[src/rtl/rcb_pkg.sv]
`timescale 1ns/1ps
// Package: shared types and lane-map helpers for the registered command buffer.
// Assumes lane maps are decided by static straps that only move under reset.
package rcb_pkg;

    // Paired-mode lane map: which positions of the wide bank are used.
    typedef enum logic {
        MAP_LOW  = 1'b0,
        MAP_HIGH = 1'b1
    } map_e;

    // Returns 1 when wide lane idx is live for the given strap settings.
    function automatic logic lane_live(input int idx, input int n_wide, input int n_pair,
                                       input logic pair, input map_e map);
        if (!pair) return 1'b1;
        if (map == MAP_HIGH) return (idx >= (n_wide - n_pair));
        return (idx < n_pair);
    endfunction

endpackage

[src/rtl/rcb_reset_sync.sv]
`timescale 1ns/1ps
// Module: rcb_reset_sync
// Clears its output as soon as the raw reset asserts and releases it only after
// STAGES rising edges with the raw reset high. Assumes the raw reset may
// change at any point relative to clk.
module rcb_reset_sync #(
    parameter int STAGES = 2
) (
    input  logic clk,
    input  logic rst_n,
    output logic rst_sync_n
);
    logic [STAGES-1:0] chain;

    // Shift ones in after release; clear the whole chain at once on assertion.
    always_ff @(posedge clk or negedge rst_n) begin
        if (!rst_n) chain <= '0;
        else        chain <= {chain[STAGES-2:0], 1'b1};
    end

    assign rst_sync_n = chain[STAGES-1];

    // the internal release can only rise after the raw reset was high at an edge.
    a_r9_release_follows_raw: assert property (@(posedge clk) disable iff (!rst_n)
        $rose(rst_sync_n) |-> $past(rst_n))
        else $error("R9 internal release without raw release");
endmodule

[src/rtl/rcb_ctrl_regs.sv]
`timescale 1ns/1ps
// Module: rcb_ctrl_regs
// Registers the ungated control bits: chip select, termination control and
// clock enable. They load on every edge no matter what the selects are.
// Assumes rst_n asserts asynchronously and releases synchronously.
module rcb_ctrl_regs (
    input  logic clk,
    input  logic rst_n,
    input  logic cs_n,
    input  logic odt_in,
    input  logic cke_in,
    output logic cs_n_q,
    output logic odt_q,
    output logic cke_q
);
    logic armed;

    // Capture the three control bits unconditionally.
    always_ff @(posedge clk or negedge rst_n) begin
        if (!rst_n) begin
            cs_n_q <= 1'b0;
            odt_q  <= 1'b0;
            cke_q  <= 1'b0;
        end else begin
            cs_n_q <= cs_n;
            odt_q  <= odt_in;
            cke_q  <= cke_in;
        end
    end

    // Marks that at least one real capture has happened since reset.
    always_ff @(posedge clk or negedge rst_n) begin
        if (!rst_n) armed <= 1'b0;
        else        armed <= 1'b1;
    end

    // each control output reflects its input from the previous edge.
    a_r7_ctrl_always_loads: assert property (@(posedge clk) disable iff (!rst_n)
        armed |-> ({cs_n_q, odt_q, cke_q} == $past({cs_n, odt_in, cke_in})))
        else $error("R7 control bit did not follow its input");
endmodule

[src/rtl/rcb_lane_bank.sv]
`timescale 1ns/1ps
// Module: rcb_lane_bank
// The gated data bank. The wide A-side lanes load their input when live and
// zero otherwise. The B-side lanes copy the paired source in paired mode and
// zero in single mode. All lanes hold when the hold input is high.
// Assumes pair_mode and map_sel are static outside reset.
module rcb_lane_bank
    import rcb_pkg::*;
#(
    parameter int NUM_WIDE = 25,
    parameter int NUM_PAIR = 14
) (
    input  logic                clk,
    input  logic                rst_n,
    input  logic                pair_mode,
    input  map_e                map_sel,
    input  logic                hold,
    input  logic [NUM_WIDE-1:0] d_in,
    output logic [NUM_WIDE-1:0] q_a,
    output logic [NUM_PAIR-1:0] q_b
);
    localparam int PAIR_OFS = NUM_WIDE - NUM_PAIR;

    logic armed;

    generate
        for (genvar i = 0; i < NUM_WIDE; i++) begin : g_wide
            logic nxt;
            // Select the lane's next value: its input when live, else zero.
            always_comb nxt = lane_live(i, NUM_WIDE, NUM_PAIR, pair_mode, map_sel) ? d_in[i] : 1'b0;
            // Load unless gated.
            always_ff @(posedge clk or negedge rst_n) begin
                if (!rst_n)     q_a[i] <= 1'b0;
                else if (!hold) q_a[i] <= nxt;
            end
        end

        for (genvar k = 0; k < NUM_PAIR; k++) begin : g_pair
            logic src;
            // Pick the paired source from the low or high map.
            always_comb src = (map_sel == MAP_HIGH) ? d_in[PAIR_OFS + k] : d_in[k];
            // B copy loads only in paired mode; otherwise it is forced low.
            always_ff @(posedge clk or negedge rst_n) begin
                if (!rst_n)     q_b[k] <= 1'b0;
                else if (!hold) q_b[k] <= pair_mode ? src : 1'b0;
            end

            // the B copy matches its A partner in paired mode.
            a_r3_r4_pair_copy: assert property (@(posedge clk) disable iff (!rst_n)
                (armed && pair_mode) |->
                    (q_b[k] == ((map_sel == MAP_HIGH) ? q_a[PAIR_OFS + k] : q_a[k])))
                else $error("R3/R4 B copy differs from A lane");
        end
    endgenerate

    // Marks that at least one real capture has happened since reset.
    always_ff @(posedge clk or negedge rst_n) begin
        if (!rst_n) armed <= 1'b0;
        else        armed <= 1'b1;
    end

    // single-fanout mode never drives the B side.
    a_r2_b_side_quiet: assert property (@(posedge clk) disable iff (!rst_n)
        !pair_mode |-> (q_b == '0))
        else $error("R2 B side active in single mode");

    // a gated edge leaves every data output unchanged.
    a_r5_hold_when_gated: assert property (@(posedge clk) disable iff (!rst_n)
        (armed && $past(hold)) |-> ($stable(q_a) && $stable(q_b)))
        else $error("R5 data changed while gated");
endmodule

[src/rtl/rcb_cmd_buffer.sv]
`timescale 1ns/1ps
// Module: rcb_cmd_buffer (top)
// Configurable registered buffer for memory-module command lines. It has
// 25 single lanes or 14 paired lanes, select-gated data and ungated control
// bits. Reset asserts at once and releases through a synchronizer.
// Assumes pair_mode and map_sel change only while rst_n is low.
module rcb_cmd_buffer
    import rcb_pkg::*;
#(
    parameter int NUM_WIDE    = 25,
    parameter int NUM_PAIR    = 14,
    parameter int SYNC_STAGES = 2
) (
    input  logic                clk,
    input  logic                rst_n,
    input  logic                pair_mode,
    input  logic                map_sel,
    input  logic                cs_n,
    input  logic                cs2_n,
    input  logic                cke_in,
    input  logic                odt_in,
    input  logic [NUM_WIDE-1:0] d_in,
    output logic [NUM_WIDE-1:0] q_a,
    output logic [NUM_PAIR-1:0] q_b,
    output logic                cs_n_q,
    output logic                cke_q,
    output logic                odt_q
);
    logic rst_sync_n;
    logic hold;
    map_e map_e_sel;

    // Gate the data bank when neither select is asserted.
    always_comb hold = cs_n & cs2_n;
    // Carry the map strap as its typed value.
    always_comb map_e_sel = map_e'(map_sel);

    rcb_reset_sync #(.STAGES(SYNC_STAGES)) u_rst (
        .clk        (clk),
        .rst_n      (rst_n),
        .rst_sync_n (rst_sync_n)
    );

    rcb_ctrl_regs u_ctrl (
        .clk    (clk),
        .rst_n  (rst_sync_n),
        .cs_n   (cs_n),
        .odt_in (odt_in),
        .cke_in (cke_in),
        .cs_n_q (cs_n_q),
        .odt_q  (odt_q),
        .cke_q  (cke_q)
    );

    rcb_lane_bank #(.NUM_WIDE(NUM_WIDE), .NUM_PAIR(NUM_PAIR)) u_bank (
        .clk       (clk),
        .rst_n     (rst_sync_n),
        .pair_mode (pair_mode),
        .map_sel   (map_e_sel),
        .hold      (hold),
        .d_in      (d_in),
        .q_a       (q_a),
        .q_b       (q_b)
    );

    // every output is low whenever the raw reset is asserted.
    a_r8_reset_clears: assert property (@(posedge clk)
        !rst_n |-> (q_a == '0 && q_b == '0 && !cs_n_q && !cke_q && !odt_q))
        else $error("R8 output high during reset");
endmodule

[config.mk]
export PLATFORM = sky130hd
export DESIGN_NAME = rcb_cmd_buffer
export DESIGN_NICKNAME = d
export VERILOG_FILES = /design/src/rtl/rcb_pkg.sv /design/src/rtl/rcb_reset_sync.sv /design/src/rtl/rcb_ctrl_regs.sv /design/src/rtl/rcb_lane_bank.sv /design/src/rtl/rcb_cmd_buffer.sv
export SDC_FILE = /design/constraint.sdc
export NUM_CORES = 1
export LEC_CHECK = 0
export BUFFER_PORTS_ARGS = -buffer_cell sky130_fd_sc_hd__buf_2
export CAP_MARGIN = 10
export CORE_ASPECT_RATIO = 0.75
export CORE_MARGIN = 4
export CORE_UTILIZATION = 47
export CTS_CLUSTER_DIAMETER = 30
export DETAILED_ROUTE_END_ITERATION = 12
export PLACE_DENSITY = 0.78
export SKIP_CTS_REPAIR_TIMING = 1
export SYNTH_ARGS = -nofsm -noshare
export SYNTH_HDL_FRONTEND = slang
export SYNTH_SLANG_ARGS = --single-unit
[constraint.sdc]
create_clock -name clk -period 1.75 [get_ports clk]
set_clock_uncertainty 0.15 [all_clocks]
set_input_delay 0.2625 -clock clk [delete_from_list [all_inputs] [get_ports clk]]
set_output_delay 0.2625 -clock clk [all_outputs]
set_load 0.03 [all_outputs]
Word level (Yosys, flattened, before mapping)
Index checks and enable logic that the tools add are counted.

Register bits: 44. Output and inout bits: 42. Word-level logic and storage cells: 108.

Muxes and demuxes: 64. Bitwise operators: 1.

Operators by type and width (number): $mux 1 (64); $and 1x1->1 (1).

Depth between registers and ports, before layout
Gate-level depths: netlist (run 1).

Depth after elaboration: 5. Depth in mapped cells: 4. Mapped depth without buffers: 2.

Cells and area by module
Synthesis (run 1) repeated with hierarchy kept, for this count alone.

Cell total of the unflattened synthesis: 160. Area total of the unflattened synthesis: 1946.9 µm².

By module, submodules not included: rcb_lane_bank (instances 1, cells an instance 153, area each 1811.7 µm², sequential area each 975.9 µm²); rcb_ctrl_regs (instances 1, cells an instance 3, area each 75.1 µm², sequential area each 75.1 µm²); rcb_reset_sync (instances 1, cells an instance 3, area each 53.8 µm², sequential area each 50.0 µm²); rcb_cmd_buffer (instances 1, cells an instance 1, area each 6.3 µm², sequential area each 0.0 µm²).

Worst setup path after synthesis (run 1)
No wires, ideal clock.

Path kind: input-to-reg. Start: input map_sel. End: register u_bank.q_b[10]. Arrival: 830 ps. Setup slack: 649 ps. Stages: 4. Buffers on the path: 2. Cells stage by stage: buf_4 -> buf_6 -> mux2i_1 -> o2bb2ai_2.

Word-level cells in the longest chain between the ends: 2.

Ends and longest elaborated chain: from (decl) (RTL line rcb_cmd_buffer.sv:17) `input logic map_sel,`; $mux 1 (RTL line rcb_lane_bank.sv:41) `always_comb src = (map_sel == MAP_HIGH) ? d_in[PAIR_OFS + k] : d_in[k];`; $mux 1 (RTL line rcb_lane_bank.sv:45) `else if (!hold) q_b[k] <= pair_mode ? src : 1'b0;`; to (signal, indexed assignment) (RTL line rcb_lane_bank.sv:45); to (decl) (RTL line rcb_lane_bank.sv:20) `output logic [NUM_PAIR-1:0] q_b`.

No other way between the ends. A chain may end at the register's enable or synchronous reset.

Worst setup path in the final report (run 1)
Start: register u_bank.q_b[12]. End: output q_b[12].

RTL lines: to (decl) (RTL line rcb_cmd_buffer.sv:24) `output logic [NUM_PAIR-1:0] q_b,`.

No word-level cell between the ends.

==> out/metrics.yaml, run 1 <==
cellPowerDensity_nw_per_um2: 952.2
synthTopCellsByArea: "sky130_fd_sc_hd__dfrtp_1 59%, sky130_fd_sc_hd__o2bb2ai_2 8.0%, sky130_fd_sc_hd__mux2i_1 7.5%, sky130_fd_sc_hd__a22o_1 5.2%, sky130_fd_sc_hd__o31ai_1 4.4%"
crit_path_end_kind: "output port"
number_of_vias_in_the_routed_layout: 1355
die_area_um2: 5064
static_leakage_power_uw: 0.001266
postSynth.asyncResetShare: 1.000
detail_route.wl_per_cell_um: 15.90
pre_cts_ws_ns: 0.3015
path_clk_slew_ns: 0.08
worst_hold_path_type: "reg2async"
die_h_um: 62.64
number_of_endpoints_with_negative_hold_slack_in_the_final_report: 0
synth_edf_count: 0
critical-path-max-stage-delay_ns: 0.39
achievable-frequency_mhz: 767.2
total_switching_power_uw: 694.1
route.detailed.drc: 0
critical_path.n_buffers_inverters: 1
critical_path_start_type: "flip-flop"
finalWorstSetupSlack_ns: 0.4466
max_cap_violations: 0
timing.final.crit_share: 0.7448
clockRootBuffer: "sky130_fd_sc_hd__clkbuf_8"
ys_seq_elements: 44
cts_inserted_buffers: 5
clock_sink_count: 44
post_synth_inst_count: 135
remaining_global_route_overflow: 0
grt_max_degree: 28
share_seq_of_total_power: 0.504
initial_antenna_violation_count: 0
final-instance-count-excl-fill: 268
num-nets-final: 248
post_synth_instance_area_um2: 1871
min_period_ns: 1.303
synthesis.yosys.warnings: 0
relSlewSlack: 0.4693
drt-pass1-iter-count: 4
data_arrival_at_the_endpoint_of_the_critical_path_ns: 0.89
crit_cells: 1
most_frequently_used_flop_master_after_synthesis: "sky130_fd_sc_hd__dfrtp_1"
crit_required_ns: 1.34
io_pins: 75
irDropWorstVdd_mv: 0.6347
switching_share: 0.3025
final_cell_area_um2: 2410
fillers: 327
cp_top_family: "flip-flops"
ant_nets: 0
areaGrowthSynthToFinish_pct: 28.83
tns_ns: 0
clk_latency_ns: 0.28
rsz0062_at_grt: "false"
number_of_different_library_cells_in_the_post_synthesis_netlist: 19
antennaDiodeCount: 0
internal_power_uw: 1601
worst_slew_pin_slew_ns: 0.7944
status: "complete, no violations"
worst-setup-path-type: "reg2out"
syn_avg_cell_area_um2: 13.86
crit_chain: "buf_2"
first_pass_grt_wire_length_mm: 6.775
synth.yosys.seq_area_share: 0.5886
viasPerCell: 5.056
core_region_area_um2: 3756
regToRegSetupSlack_ns: 0.83
synth_most_common_cell: "sky130_fd_sc_hd__dfrtp_1"
crit_fanout: 2
slowest_cell_on_the_critical_path: "sky130_fd_sc_hd__dfrtp_1"
share_of_layout_cells_above_drive_strength_1: 0.4815
overall_power_of_the_completed_layout_uw: 2295
timing.final.setup_violations: 0
port_buffers: 74
worst_r2r_path_depth: 1
fp_rows: 19
ys_top_cells_by_count: "44 x sky130_fd_sc_hd__dfrtp_1, 14 x sky130_fd_sc_hd__mux2i_1"
die_width_um: 80.85
grt.total_usage: 0.1768
start_util: 0.4980
postRouteWirelength_mm: 4.261
dp.final_hpwl_mm: 3.161
first_global_vias: 1355
netlist.area_leader.share: 0.5886
cts_tree: "yes"
clockBufferDepth: 2
synth_top_area_cell: "sky130_fd_sc_hd__dfrtp_1"
combPwrFrac: 0.221
number_of_levels_the_h_tree_was_split_into: 2
dpl.cell_count: 257
mappedNetlistNets: 168
drtIter0Drc: 64
clockPowerShare: 0.275
gp_congestion: 0.8074
maxSlewViolCount: 0
dpl_cell_area_um2: 2290
power groups by stage:
stage	clock network (uW)	registers, uW	logic (uW)
floorplan	0	1350	160
detailed placement	0	1170	507
CTS	649	1160	507
global placement	0	1180	499
finish	631	1160	507
global route	697	1170	540
stage by stage:
stage / utilization / hold WS, ns
global route: 0.6416 / 0.03627
detailed placement: 0.6096 / -0.1012
CTS: 0.6336 / -0.4164
floorplan: - / -0.1831
finish: 0.6416 / 0.04149
global placement: 0.6096 / -0.1023
registers in the layout, summed over array words and instances, names as in the netlist:
register,count
u_bank.q_a,25
u_bank.q_b,14
u_ctrl.cke_q,1
u_ctrl.cs_n_q,1
u_ctrl.odt_q,1
u_rst.chain,2
final cells by class:
class | instances | area [um^2] | area share
clock buffers | 8 | 90.09 | 0.03738
repair buffers | 84 | 465.4 | 0.1931
flip-flops and latches | 44 | 1102 | 0.4574
inverters | 11 | 41.29 | 0.01713
multi-input cells | 69 | 645.6 | 0.2679
well taps | 52 | 65.06 | 0.02700
final timing paths:
kind                                      from        endpoint
worst max-delay path            u_bank.q_b[12]         q_b[12]
worst min-delay path            u_rst.chain[1]   u_bank.q_b[8]
worst max register to register  u_bank.q_a[12]  u_bank.q_a[12]
worst min register to register  u_rst.chain[1]   u_bank.q_b[8]
max in group asynchronous       u_rst.chain[1]   u_bank.q_b[3]
min in group clk                       d_in[1]   u_bank.q_a[1]
metal layers:
| layer | track usage | vias up | routed length [um] |
|---|---|---|---|
| li1 | - | 654 | - |
| met1 | 0.2551 | 649 | 2016 |
| met2 | 0.2572 | 50 | 1934 |
| met3 | 0.06484 | 2 | 303 |
| met4 | 0.03165 | 0 | 6 |
| met5 | 0 | - | 0 |
layout by cell type (no fill, tap or decap), types with 4 or more instances in the layout:
master,instances
sky130_fd_sc_hd__a22o_1,11
sky130_fd_sc_hd__o2bb2ai_2,10
sky130_fd_sc_hd__nand3_1,11
sky130_fd_sc_hd__inv_1,11
sky130_fd_sc_hd__buf_4,6
sky130_fd_sc_hd__buf_2,74
sky130_fd_sc_hd__dfrtp_1,43
sky130_fd_sc_hd__clkbuf_8,6
sky130_fd_sc_hd__o31ai_1,11
sky130_fd_sc_hd__mux2i_1,14
sky130_fd_sc_hd__o2bb2ai_1,4
cell families after synthesis:
kind of cell           count (synthesis)  synth area share
multiplexers                          17           0.09899
other                                  1          0.002005
AND/OR/NAND/NOR                       13           0.03746
AO/OA/AOI/OAI                         38            0.2067
flip-flops                            44            0.5886
buffers and inverters                 22           0.06622
(Power assumes the default switching activity.)
==> run 2, diff against run 1 <==
==> constraint.sdc (replaced) <==
create_clock -name clk -period 1.35 [get_ports clk]
set_clock_uncertainty 0.15 [all_clocks]
set_input_delay 0.2025 -clock clk [delete_from_list [all_inputs] [get_ports clk]]
set_output_delay 0.2025 -clock clk [all_outputs]
set_load 0.03 [all_outputs]
==> run 2 against run 1 <==
Wire length grew 6.0%. Hold slack worse by 0.038 ns. Count of clock-buffer cells in the layout is 1 lower. Design area grew 5.7%. Clock power increased by 34%. Flip-flop and latch count is the same. Utilization up 3.6 points. Sequential power up 28%. Power up 32%. First-iteration DRC count rose by 7.8%. Register-to-register slack worse by 0.41 ns.
==> out/metrics.yaml, run 2 (same netlist as run 1, synthesis figures left out) <==
flip_flop_count_of_the_largest_register_all_copies_and_words_added: 25  # unchanged
slowest_cell_on_the_critical_path: "sky130_fd_sc_hd__dfrtp_1"  # unchanged
dr_wl_met3_um: 345  # was 303 um
ant_nets: 0  # unchanged
status: "complete, no violations"  # unchanged
regToRegSetupSlack_ns: 0.42  # was 0.83 ns
relSlewSlack: 0.4951  # was 0.4693
max_cap_violations: 0  # unchanged
initial_antenna_violation_count: 0  # unchanged
clockRootBuffer: "sky130_fd_sc_hd__clkbuf_8"  # unchanged
io_pins: 75  # unchanged
overall_power_of_the_completed_layout_uw: 3040  # was 2295 uW
critical_path.reg2reg.endpoint: "u_bank.q_a[11]"  # was u_bank.q_a[12]
highest_layer: "met4"  # unchanged
number_of_endpoints_with_negative_hold_slack_in_the_final_report: 0  # unchanged
die_h_um: 62.64  # unchanged
grt_max_degree: 43  # was 28
min_path_cells: 2
num-nets-final: 263  # was 248
final-instance-count-excl-fill: 283  # was 268
critical-path-max-stage-delay_ns: 0.39  # about the same
antennaDiodeCount: 0  # unchanged
achievable-frequency_mhz: 797.4
hold_path_startpoint: "d_in[8]"
irDropWorstVdd_mv: 0.6343  # was 0.6347 mV
critical_path.n_buffers_inverters: 1  # unchanged
layout_common_cells: "74 x sky130_fd_sc_hd__buf_2, 43 x sky130_fd_sc_hd__dfrtp_1, 14 x sky130_fd_sc_hd__mux2i_1, 13 x sky130_fd_sc_hd__buf_4"  # was 74 x sky130_fd_sc_hd__buf_2, 43 x sky130_fd_sc_hd__dfrtp_1, 14 x sky130_fd_sc_hd__mux2i_1
number_of_levels_the_h_tree_was_split_into: 2  # unchanged
crit_path_end_kind: "output port"  # unchanged
dpl.cell_count: 264  # was 257
min_delay_worst_endpoint: "u_bank.q_a[8]"
crit_chain: "buf_2"  # unchanged
first_global_vias: 1405  # was 1355
maxSlewViolCount: 0  # unchanged
port_buffers: 74  # unchanged
route.detailed.drc: 0  # unchanged
min_period_ns: 1.254
mostFrequentLayoutCell: "sky130_fd_sc_hd__buf_2"  # unchanged
die_area_um2: 5064  # unchanged
grt.total_usage: 0.1877  # was 0.1768
remaining_global_route_overflow: 0  # unchanged
start_util: 0.4980  # unchanged
cts_inserted_buffers: 5  # unchanged
die_width_um: 80.85  # unchanged
areaGrowthSynthToFinish_pct: 36.12  # was 28.83%
critical_path_start_type: "flip-flop"  # unchanged
met2_wirelength_mm: 2.089  # was 1.934 mm
dp.final_hpwl_mm: 3.258  # was 3.161 mm
drt-pass1-iter-count: 4  # unchanged
timing.final.crit_share: 0.9290
multi_input_comb_area_um2: 645.6  # unchanged
crit_fanout: 2  # unchanged
clock_sink_count: 44  # unchanged
core_region_area_um2: 3756  # unchanged
detail_route.wl_per_cell_um: 15.96  # was 15.90 um
worst_r2r_path_depth: 1  # unchanged
worst_slew_pin_slew_ns: 0.7559  # was 0.7944 ns
share_of_layout_cells_above_drive_strength_1: 0.4848  # was 0.4815
path_clk_slew_ns: 0.08  # about the same
number_of_vias_in_the_routed_layout: 1429  # was 1355
drtIter0Drc: 69  # was 64
fillers: 285  # was 327
clockBufferDepth: 2  # unchanged
gp_congestion: 0.7213  # was 0.8074
cp_top_family: "flip-flops"  # unchanged
cellPowerDensity_nw_per_um2: 1194  # was 952.2 nW/um^2
tns_ns: 0  # unchanged
cts_tree: "yes"  # unchanged
worst-setup-path-type: "reg2out"  # unchanged
postRouteWirelength_mm: 4.516  # was 4.261 mm
biggestRegsByFlops: "u_bank.q_a (25), u_bank.q_b (14), u_rst.chain (2)"  # unchanged
largest-register: "u_bank.q_a"  # unchanged
viasPerCell: 5.049  # was 5.056
static_leakage_power_uw: 0.001334  # was 0.001266 uW
crit_required_ns: 1.00  # was 1.34 ns
m1WireLength_mm: 2.035  # was 2.016 mm
fp_rows: 19  # unchanged
final-seq-area_um2: 1102  # unchanged
regToRegStartpoint: "u_bank.q_a[11]"  # was u_bank.q_a[12]
data_arrival_at_the_endpoint_of_the_critical_path_ns: 0.90  # was 0.89 ns
worst_hold_path_type: "in2reg"  # was reg2async
rsz0062_at_grt: "false"  # unchanged
clk_latency_ns: 0.30  # was 0.28 ns
timing.final.setup_violations: 0  # unchanged
first_pass_grt_wire_length_mm: 7.134  # was 6.775 mm
==> run 2: worst max path at each step <==
stage,endpoint,from,cells past startpoint,slack [ns]
after floorplan,u_bank.q_b[10],map_sel,4,0.31
after global placement,u_bank.q_a[20],pair_mode,3,0.04
after detailed placement,u_bank.q_a[21],pair_mode,3,-0.006
after CTS,q_b[6],u_bank.q_b[6],1,0.09
after global routing,q_b[6],u_bank.q_b[6],1,0.06
final,q_b[6],u_bank.q_b[6],1,0.1
==> run 2: area by class of cell <==
| type | instances | share of cell area |
|---|---|---|
| multi-input cells | 69 | 0.2536 |
| inverters | 11 | 0.01622 |
| clock buffers | 7 | 0.03391 |
| clock inverters | 1 | 0.002948 |
| flip-flops and latches | 44 | 0.4329 |
| repair buffers | 99 | 0.2349 |
| well taps | 52 | 0.02555 |
==> run 2: through the flow <==
step                      hold slack, ns  setup WS, ns    util  instance area (um^2)
final                           0.003362       0.09586  0.6779                  2546
after global routing            0.002459       0.05627  0.6779                  2546
after CTS                        -0.4812       0.09193  0.6486                  2436
after detailed placement         -0.1564     -0.006301  0.6236                  2342
after global placement           -0.1617       0.03619  0.6236                  2342
after floorplan                  -0.2431        0.3086       -                  1872
==> run 2: per-layer routing <==
layer | vias up | global-route usage
met1 | 685 | 0.2607
li1 | 684 | -
met2 | 54 | 0.2766
met5 | - | 0
met4 | 0 | 0.05907
met3 | 6 | 0.06196
==> run 2: report_power, final <==
part	internal, uW	switching [uW]
sequential	1430	64.5
combinational	260	444
clock	416	431
total	2100	939
==> run 3, diff against run 2 <==
--- a/config.mk
+++ b/config.mk
@@ -5,14 +5,15 @@
 export SDC_FILE = /design/constraint.sdc
 export NUM_CORES = 1
 export LEC_CHECK = 0
+export ABC_AREA = 1
 export BUFFER_PORTS_ARGS = -buffer_cell sky130_fd_sc_hd__buf_2
-export CAP_MARGIN = 10
+export CAP_MARGIN = 40
 export CORE_ASPECT_RATIO = 0.75
 export CORE_MARGIN = 4
-export CORE_UTILIZATION = 47
+export CORE_UTILIZATION = 48
 export CTS_CLUSTER_DIAMETER = 30
 export DETAILED_ROUTE_END_ITERATION = 12
-export PLACE_DENSITY = 0.78
+export PLACE_DENSITY = 0.79
 export SKIP_CTS_REPAIR_TIMING = 1
 export SYNTH_ARGS = -nofsm -noshare
 export SYNTH_HDL_FRONTEND = slang
==> run 3 against run 2 <==
Highest routed layer unchanged. Non-clock buffer count shrank 16. Wire length grew 4.7%. Critical path depth is the same. Largest cell class unchanged. The flow now finishes with violations (negative hold slack). Hold slack lost 0.0093 ns. Critical path type unchanged.
==> out/metrics.yaml, run 3 <==
status: "finished, violations left"  # was complete, no violations
violations_in_the_final_reports: "negative hold slack"
ys_seq_elements: 44  # unchanged
crit_fanout: 2  # unchanged
most_frequently_used_flop_master_after_synthesis: "sky130_fd_sc_hd__dfrtp_1"  # unchanged
max_cap_violations: 0  # unchanged
crit_path_end_kind: "output port"  # unchanged
mostFrequentLayoutCell: "sky130_fd_sc_hd__nand2_1"  # was sky130_fd_sc_hd__buf_2
netlist.area_leader.share: 0.5859  # was 0.5886
rsz0062_at_grt: "false"  # unchanged
maxSlewViolCount: 0  # unchanged
min_period_ns: 1.241  # was 1.254 ns
path_clk_slew_ns: 0.09  # was 0.08 ns
syn_avg_cell_area_um2: 8.390  # was 13.86 um^2
worst_slew_pin_slew_ns: 0.6037  # was 0.7559 ns
postSynth.asyncResetShare: 1.000  # unchanged
irDropWorstVdd_mv: 0.8908  # was 0.6343 mV
gp_congestion: 0.8078  # was 0.7213
crit_required_ns: 1.00  # about the same
post_synth_inst_count: 224  # was 135
slowest_cell_on_the_critical_path: "sky130_fd_sc_hd__dfrtp_1"  # unchanged
die_area_um2: 4991  # was 5064 um^2
post_synth_instance_area_um2: 1879  # was 1871 um^2
clk_latency_ns: 0.29  # was 0.30 ns
initial_antenna_violation_count: 0  # unchanged
synth_top_area_cell: "sky130_fd_sc_hd__dfrtp_1"  # unchanged
critical_path.n_buffers_inverters: 1  # unchanged
worst_r2r_path_depth: 2  # was 1
number_of_vias_in_the_routed_layout: 1666  # was 1429
viasPerCell: 4.733  # was 5.049
number_of_endpoints_with_negative_hold_slack_in_the_final_report: 3  # was 0
clockBufferDepth: 2  # unchanged
flip_flop_count_of_the_largest_register_all_copies_and_words_added: 25  # unchanged
timing.final.crit_share: 0.9191  # was 0.9290
crit_cells: 1  # unchanged
static_leakage_power_uw: 0.001425  # was 0.001334 uW
timing.final.setup_violations: 0  # unchanged
cts_tree: "yes"  # unchanged
share_of_layout_cells_above_drive_strength_1: 0.3033  # was 0.4848
synth.yosys.seq_area_share: 0.5859  # was 0.5886
synth_most_common_cell: "sky130_fd_sc_hd__nand2_1"  # was sky130_fd_sc_hd__dfrtp_1
worst_hold_slack_ns: -0.005922  # was 0.003362 ns
critical_path_start_type: "flip-flop"  # unchanged
critical-path-max-stage-delay_ns: 0.40  # was 0.39 ns
biggestRegsByFlops: "u_bank.q_a (25), u_bank.q_b (14), u_rst.chain (2)"  # unchanged
ant_nets: 0  # unchanged
tns_ns: 0  # unchanged
synthTopCellsByArea: "sky130_fd_sc_hd__dfrtp_1 59%, sky130_fd_sc_hd__nand2_1 25%, sky130_fd_sc_hd__nand3_1 9.6%, sky130_fd_sc_hd__buf_4 2.4%, sky130_fd_sc_hd__buf_6 1.8%"  # was sky130_fd_sc_hd__dfrtp_1 59%, sky130_fd_sc_hd__o2bb2ai_2 8.0%, sky130_fd_sc_hd__mux2i_1 7.5%, sky130_fd_sc_hd__a22o_1 5.2%, sky130_fd_sc_hd__o31ai_1 4.4%
number_of_different_library_cells_in_the_post_synthesis_netlist: 11  # was 19
cellPowerDensity_nw_per_um2: 1244  # was 1194 nW/um^2
clockRootBuffer: "sky130_fd_sc_hd__clkbuf_8"  # unchanged
io_pins: 75  # unchanged
drt-pass1-iter-count: 4  # unchanged
layout_common_cells: "125 x sky130_fd_sc_hd__nand2_1, 74 x sky130_fd_sc_hd__buf_2, 43 x sky130_fd_sc_hd__dfrtp_1, 36 x sky130_fd_sc_hd__nand3_1, 6 x sky130_fd_sc_hd__clkbuf_8"  # was 74 x sky130_fd_sc_hd__buf_2, 43 x sky130_fd_sc_hd__dfrtp_1, 14 x sky130_fd_sc_hd__mux2i_1, 13 x sky130_fd_sc_hd__buf_4
cp_top_family: "flip-flops"  # unchanged
synth_edf_count: 0  # unchanged
worst-setup-path-type: "reg2out"  # unchanged
achievable-frequency_mhz: 805.9  # was 797.4 MHz
die_h_um: 62.19  # was 62.64 um
route.detailed.drc: 0  # unchanged
data_arrival_at_the_endpoint_of_the_critical_path_ns: 0.89  # was 0.90 ns
grt_max_degree: 40  # was 43
ys_top_cells_by_count: "125 x sky130_fd_sc_hd__nand2_1, 44 x sky130_fd_sc_hd__dfrtp_1, 36 x sky130_fd_sc_hd__nand3_1"  # was 44 x sky130_fd_sc_hd__dfrtp_1, 14 x sky130_fd_sc_hd__mux2i_1
drtIter0Drc: 160  # was 69
dp.final_hpwl_mm: 3.383  # was 3.258 mm
clock_sink_count: 44  # unchanged
number_of_levels_the_h_tree_was_split_into: 2  # unchanged
largest-register: "u_bank.q_a"  # unchanged
grt.total_usage: 0.1972  # was 0.1877
relSlewSlack: 0.5969  # was 0.4951
finalCoreUtilization: 0.6410  # was 0.6779
first_pass_grt_wire_length_mm: 7.624  # was 7.134 mm
first_global_vias: 1592  # was 1405
die_width_um: 80.25  # was 80.85 um
detail_route.wl_per_cell_um: 13.44  # was 15.96 um
port_buffers: 74  # unchanged
antennaDiodeCount: 0  # unchanged
areaGrowthSynthToFinish_pct: 26.50  # was 36.12%
synthesis.yosys.warnings: 0  # unchanged
postRouteWirelength_mm: 4.730  # was 4.516 mm
core_region_area_um2: 3709  # was 3756 um^2
crit_chain: "buf_2"  # unchanged
worst_hold_path_type: "in2reg"  # unchanged
min_path_cells: 3  # was 2
num-nets-final: 332  # was 263
fp_rows: 19  # unchanged
start_util: 0.5067  # was 0.4980
mappedNetlistNets: 257  # was 168
cts_inserted_buffers: 5  # unchanged
remaining_global_route_overflow: 0  # unchanged
run 3: metal layers:
| metal | track usage | vias to the layer above | routed length [um] |
|---|---|---|---|
| met1 | 0.2872 | 760 | 2145 |
| li1 | - | 839 | - |
| met3 | 0.06792 | 7 | 389 |
| met5 | 0 | - | 0 |
| met4 | 0.05485 | 0 | 47 |
| met2 | 0.2789 | 60 | 2147 |
run 3: path summary, 6_finish.rpt:
path | from | to | slack, ns
worst min-delay path | d_in[16] | u_bank.q_a[16] | -0.006
worst max register to register | u_bank.q_a[18] | u_bank.q_a[18] | 0.55
worst min register to register | u_rst.chain[1] | u_bank.q_b[2] | 0.07
worst max-delay path | u_bank.q_a[14] | q_a[14] | 0.11
min in group asynchronous | rst_n | u_rst.chain[1] | 0.06
max in group asynchronous | u_rst.chain[1] | u_bank.q_a[19] | 0.73
run 3: cells by family after synthesis:
group / count (synthesis) / synth area share
other: 1 / 0.001995
DFF: 44 / 0.5859
buffers and inverters: 17 / 0.06324
and+or+nand+nor: 162 / 0.3489
run 3: cell type report:
| cell class | count | area (um^2) |
|---|---|---|
| Multi-Input combinational cell | 163 | 659.4 |
| Fill cell | 359 | 1331 |
| Clock inverter | 2 | 10.01 |
| Inverter | 2 | 10.01 |
| Clock buffer | 6 | 82.58 |
| Sequential cell | 44 | 1102 |
| Timing Repair Buffer | 83 | 447.9 |
| Tap cell | 52 | 65.06 |
run 3: per-stage QoR:
stage | total power (uW) | cell area (um^2) | setup WS, ns | hold slack [ns] | std cells
after floorplan | 1924 | 1881 | 0.3935 | -0.2431 | 224
after global placement | 2126 | 2245 | 0.08492 | -0.1609 | 340
after detailed placement | 2134 | 2245 | 0.05386 | -0.1589 | 340
after CTS | 2975 | 2337 | 0.1051 | -0.4744 | 348
after global routing | 3111 | 2377 | 0.07834 | 0.01131 | 352
final | 2958 | 2377 | 0.1092 | -0.005922 | 352
run 3: report_power, final:
part	internal [uW]	switching, uW
logic	186	451
clock network	408	434
registers	1420	54.2
total	2020	939
run 3: worst min-delay path: cells and delay by family:
family	cells	cell delay, ns
buffers and inverters	1	0.09
and+or+nand+nor	2	0.12
